`config.mk`:
```
export PLATFORM = sky130hd
export DESIGN_NAME = pwm_shadow_gen
export DESIGN_NICKNAME = d
export VERILOG_FILES = /design/src/rtl/pwm_pkg.sv /design/src/rtl/pwm_regfile.sv /design/src/rtl/pwm_prescaler.sv /design/src/rtl/pwm_core.sv /design/src/rtl/pwm_shadow_gen.sv
export SDC_FILE = /design/constraint.sdc
export NUM_CORES = 1
export LEC_CHECK = 0
export CORE_MARGIN = 3
export CORE_UTILIZATION = 60
export CTS_BUF_LIST = sky130_fd_sc_hd__clkbuf_8 sky130_fd_sc_hd__clkbuf_16
export CTS_CLUSTER_SIZE = 25
export DETAILED_ROUTE_END_ITERATION = 12
export GPL_TIMING_DRIVEN = 0
export PLACE_DENSITY = 0.94
export SETUP_SLACK_MARGIN = 0.4
export SYNTH_ARGS = -nofsm -noshare
export SYNTH_HDL_FRONTEND = slang
export SYNTH_HIERARCHICAL = 1
export SYNTH_SLANG_ARGS = --single-unit
```
`constraint.sdc`:
```
create_clock -name clk -period 6.3 [get_ports clk]
set_clock_uncertainty 0.15 [all_clocks]
set_input_delay 1.26 -clock clk [delete_from_list [all_inputs] [get_ports clk]]
set_output_delay 1.26 -clock clk [all_outputs]
set_load 0.05 [all_outputs]
```
`src/rtl/pwm_pkg.sv`:
```
// pwm_pkg: widths, register selects and the configuration record shared by
// the PWM generator and its checker. Assumes a 32-bit write data path.
package pwm_pkg;

    parameter int DATA_W = 32;   // write data width
    parameter int PRE_W  = 6;    // prescale field width (1..64 clocks per tick)
    parameter int CNT_W  = 10;   // tick counter, duty and period width
    parameter int SEL_W  = 2;    // register select width

    localparam int FULL_BIT = CNT_W;  // forced-full flag sits just above duty

    localparam logic [SEL_W-1:0] SEL_CTRL   = 2'd0;
    localparam logic [SEL_W-1:0] SEL_DUTY   = 2'd1;
    localparam logic [SEL_W-1:0] SEL_PERIOD = 2'd2;

    typedef struct packed {
        logic [PRE_W-1:0] prescale;
        logic             full;
        logic [CNT_W-1:0] duty;
        logic [CNT_W-1:0] period;
    } pwm_cfg_t;

    localparam pwm_cfg_t CFG_RESET = '{prescale: '0, full: 1'b0, duty: '0, period: '0};

endpackage

```
`src/rtl/pwm_regfile.sv`:
```
// pwm_regfile: programmed register set written from the host side.
// Assumes one write per clock; unused select codes and unused data bits
// are dropped. No read path is provided.
module pwm_regfile
    import pwm_pkg::*;
(
    input  logic              clk,
    input  logic              rst_n,
    input  logic              wr_en,
    input  logic [SEL_W-1:0]  wr_sel,
    input  logic [DATA_W-1:0] wr_data,
    output pwm_cfg_t          prog
);

    pwm_cfg_t prog_q;

    // Capture writes into the field picked by the select
    always_ff @(posedge clk) begin
        if (!rst_n) begin
            prog_q <= CFG_RESET;
        end else if (wr_en) begin
            case (wr_sel)
                SEL_CTRL: prog_q.prescale <= wr_data[PRE_W-1:0];
                SEL_DUTY: begin
                    prog_q.duty <= wr_data[CNT_W-1:0];
                    prog_q.full <= wr_data[FULL_BIT];
                end
                SEL_PERIOD: prog_q.period <= wr_data[CNT_W-1:0];
                default: ;
            endcase
        end
    end

    assign prog = prog_q;

endmodule

```
`src/rtl/pwm_prescaler.sv`:
```
// pwm_prescaler: divides the module clock into a one-clock tick pulse that
// fires every div+1 clocks. Assumes div only changes on a tick, so the
// divider count is at zero whenever a new divide value appears.
module pwm_prescaler
    import pwm_pkg::*;
(
    input  logic             clk,
    input  logic             rst_n,
    input  logic [PRE_W-1:0] div,
    output logic             tick
);

    logic [PRE_W-1:0] div_cnt;

    assign tick = (div_cnt == div);

    // Count clocks between ticks, restarting on each tick
    always_ff @(posedge clk) begin
        if (!rst_n || tick) begin
            div_cnt <= '0;
        end else begin
            div_cnt <= div_cnt + 1'b1;
        end
    end

endmodule

```
`src/rtl/pwm_core.sv`:
```
// pwm_core: working copies of the configuration, the tick counter and the
// output decode. The working copies reload from the programmed set only on
// the tick that ends a cycle. The output is decoded from flops only.
module pwm_core
    import pwm_pkg::*;
(
    input  logic             clk,
    input  logic             rst_n,
    input  logic             tick,
    input  pwm_cfg_t         prog,
    output pwm_cfg_t         work,
    output logic [CNT_W-1:0] cnt,
    output logic             wrap,
    output logic             pwm_out
);

    pwm_cfg_t         work_q;
    logic [CNT_W-1:0] cnt_q;

    assign wrap = tick && (cnt_q == work_q.period);

    // Advance the tick counter and restart it at the end of the cycle
    always_ff @(posedge clk) begin
        if (!rst_n || wrap) begin
            cnt_q <= '0;
        end else if (tick) begin
            cnt_q <= cnt_q + 1'b1;
        end
    end

    // Copy the whole programmed set into the working copies at the cycle end
    always_ff @(posedge clk) begin
        if (!rst_n) begin
            work_q <= CFG_RESET;
        end else if (wrap) begin
            work_q <= prog;
        end
    end

    // Drive the pin high for the leading duty ticks or when forced full
    always_comb begin
        pwm_out = work_q.full || (cnt_q < work_q.duty);
    end

    assign work = work_q;
    assign cnt  = cnt_q;

endmodule

```
`src/rtl/pwm_shadow_gen.sv`:
```
// pwm_shadow_gen: single-channel PWM generator with a prescaler, a tick
// counter and shadowed configuration. Assumes a synchronous active-low
// reset and a host that writes one register per clock.
module pwm_shadow_gen
    import pwm_pkg::*;
(
    input  logic              clk,
    input  logic              rst_n,
    input  logic              wr_en,
    input  logic [SEL_W-1:0]  wr_sel,
    input  logic [DATA_W-1:0] wr_data,
    output logic              pwm_out
);

    pwm_cfg_t         prog_w;
    pwm_cfg_t         work_w;
    logic             tick_w;
    logic             wrap_w;
    logic [CNT_W-1:0] cnt_w;

    pwm_regfile u_regs (
        .clk     (clk),
        .rst_n   (rst_n),
        .wr_en   (wr_en),
        .wr_sel  (wr_sel),
        .wr_data (wr_data),
        .prog    (prog_w)
    );

    pwm_prescaler u_pre (
        .clk   (clk),
        .rst_n (rst_n),
        .div   (work_w.prescale),
        .tick  (tick_w)
    );

    pwm_core u_core (
        .clk     (clk),
        .rst_n   (rst_n),
        .tick    (tick_w),
        .prog    (prog_w),
        .work    (work_w),
        .cnt     (cnt_w),
        .wrap    (wrap_w),
        .pwm_out (pwm_out)
    );

endmodule

```
==> insert_results.sql <==
INSERT INTO impl_metrics (metric_group, metric, value, unit) VALUES
('clock_network', 'root_driver', 'sky130_fd_sc_hd__clkbuf_8', ''),
('synth', 'post_synthesis_area_per_instance', '9.32', 'um^2'),
('placement', 'place.port_buffers', '16', ''),
('synth', 'synth_fp_nets', '408', ''),
('clock_network', 'postCtsResizedCells', '0', ''),
('pwr', 'internal_power', '0.872', 'mW'),
('min_path', 'hold_start', 'u_regs/prog[13]', ''),
('sta', 'totalNegativeSetupSlack', '0', 'ns'),
('final_layout', 'n_fill_cell', '394', ''),
('sta', 'slew_violations', '0', ''),
('global_route', 'use_met3', '6.65', '%'),
('sta', 'slew_headroom', '65.4', '%'),
('setup_path', 'critPathTopFamily', 'buffers and inverters', ''),
('final_layout', 'leading_cell_types_in_the_layout_fill_and_taps_excluded', 'sky130_fd_sc_hd__dfxtp_1 (70), sky130_fd_sc_hd__nand2_1 (43), sky130_fd_sc_hd__nand4_1 (36)', ''),
('pwr', 'power_per_cell_area', '362', 'mW/mm^2'),
('setup_path', 'timing.critical_path.required', '4.89', 'ns'),
('run', 'cap_viol_max_count', '0', ''),
('pwr', 'power.clock.fraction', '27.7', '%'),
('global_route', 'grt_pass1_vias', '2736', ''),
('global_route', 'global_route.peak_usage_layer', 'met2', ''),
('synth', 'cell_area_after_synthesis', '0.00336', 'mm^2'),
('global_route', 'met2_global_route_usage', '45.7', '%'),
('clock_network', 'ctsHoldBuffers', '0', ''),
('global_route', 'grt_antenna_before_repair', '0', ''),
('global_route', 'grt_first_pass_wirelength', '13.0', 'mm'),
('final_layout', 'syn2layout_area_growth', '13.6', '%'),
('global_route', 'track_usage', '26.0', '%'),
('setup_path', 'cp_slowest_stage_delay', '0.83', 'ns'),
('final_layout', 'antenna_cells', '0', ''),
('sta', 'count_of_endpoints_failing_hold_in_the_final_timing_report', '0', ''),
('setup_path', 'r2r-start', 'u_pre/div_cnt[4]', ''),
('clock_network', 'path_clk_slew', '0.07', 'ns'),
('pwr', 'sequentialPowerShare', '35.8', '%'),
('die', 'start_util', '63.7', '%'),
('drt', 'drtIter0Drc', '131', ''),
('pwr', 'worst_ir_drop_on_vdd', '0.000230', 'V'),
('final_layout', 'multi_input_comb_area', '0.00171', 'mm^2'),
('drt', 'antenna_violating_nets_post_route', '0', ''),
('clock_network', 'clock_tree_buf_depth', '2', ''),
('clock_network', 'clk-insertion-delay-late', '0.34', 'ns'),
('sta', 'grt_setup_unrepaired', 'false', ''),
('sta', 'fmaxAchievable', '0.249', 'GHz'),
('setup_path', 'critical_path_maximum_fanout', '5', ''),
('pwr', 'fin_total_pwr', '1.38', 'mW'),
('setup_path', 'ff2ff_path_depth', '9', ''),
('drt', 'drt-wirelength-per-cell', '16.2', 'um'),
('final_layout', 'final_net_count', '435', ''),
('synth', 'synthesis.yosys.warnings', '6', ''),
('clock_network', 'number_of_sinks_handled_by_clock_tree_synthesis', '70', ''),
('min_path', 'tightest_hold_check_type', 'reg2reg', ''),
('min_path', 'hold_path_end', 'u_regs/prog[13]', ''),
('global_route', 'grt_max_degree', '12', ''),
('min_path', 'hold-path-cell-count', '2', ''),
('final_layout', 'seq_area', '0.00140', 'mm^2'),
('sta', 'fin_crit', '4.02', 'ns'),
('sta', 'report.final.setup_viol', '0', ''),
('sta', 'postLayoutSetupSlackWorst', '2.28', 'ns'),
('placement', 'place_ws', '2.65', 'ns'),
('placement', 'finalWeightedCongestion', '0.885', ''),
('die', 'die_height', '80.8', 'um'),
('die', 'ioPinCount', '38', ''),
('setup_path', 'worstPathArrival', '2.61', 'ns'),
('clock_network', 'cts_max_level', '3', ''),
('sta', 'slew_worst_pin', '0.519', 'ns'),
('setup_path', 'slowest_stage', 'sky130_fd_sc_hd__clkdlybuf4s50_1', ''),
('setup_path', 'crit_path_cell_trace', 'ha_1, a21o_1, a21oi_1, o221ai_1, a2bb2oi_1, clkdlybuf4s50_1', ''),
('die', 'coreArea', '0.00527', 'mm^2'),
('drt', 'routed_wl', '7.46', 'mm'),
('outcome', 'status', 'finished clean', ''),
('final_layout', 'layout_commonest_cell', 'sky130_fd_sc_hd__dfxtp_1', ''),
('die', 'fp.dieW', '80.8', 'um');
==> power by group through the flow <==
stage / clock (mW) / sequential, mW / combinational [mW]
CTS: 0.387 / 0.495 / 0.498
floorplan: 0 / 0.496 / 0.386
global placement: 0 / 0.503 / 0.472
detailed placement: 0 / 0.505 / 0.491
global route: 0.409 / 0.498 / 0.546
finish: 0.382 / 0.495 / 0.503
==> cell type report <==
| class | instances | area share [%] |
|---|---|---|
| inverter | 13 | 1.28 |
| sequential | 70 | 36.7 |
| buffer | 29 | 5.18 |
| tap | 70 | 2.30 |
| timing repair buffer | 16 | 4.20 |
| clock buffer | 10 | 3.61 |
| multi-input combinational | 248 | 44.8 |
| clock inverter | 4 | 1.90 |
==> flip-flops by register name, summed over array words and instances (netlist names) <==
signal         count
u_regs/prog       27
u_core/cnt        10
u_core/work       27
u_pre/div_cnt      6
==> metal layers <==
| layer | share of wire (%) | vias up |
|---|---|---|
| met3 | 4.7 | 15 |
| met2 | 51 | 70 |
| met5 | 0 | - |
| met4 | 1.7 | 0 |
| li1 | - | 1352 |
| met1 | 43 | 1311 |
==> metrics by stage <==
step,std cells,cell area [um^2]
5_1_grt,460,3810
3_5_place_dp,446,3600
3_3_place_gp,446,3600
4_1_cts,460,3810
2_1_floorplan,360,3360
6_report,460,3810
==> worst reg2reg max path, delay by kind of cell (launching register included) <==
family | cells | cell delay, ns
AND/OR/NAND/NOR | 3 | 0.81
buffers and inverters | 3 | 0.61
flip-flops | 1 | 0.36
AO/OA/AOI/OAI | 2 | 0.35
XOR/XNOR | 1 | 0.20
==> worst max-delay path by stage <==
stage	startpoint	end	slack [ns]
after floorplan	u_core/cnt[7]	pwm_out	2.95
after global placement	u_core/cnt[3]	pwm_out	2.71
after detailed placement	u_core/cnt[3]	pwm_out	2.65
after CTS	u_core/cnt[3]	pwm_out	2.26
after global routing	u_core/cnt[3]	pwm_out	2.12
final	u_core/cnt[3]	pwm_out	2.28
No activity file was read; power rests on OpenSTA's default activity.
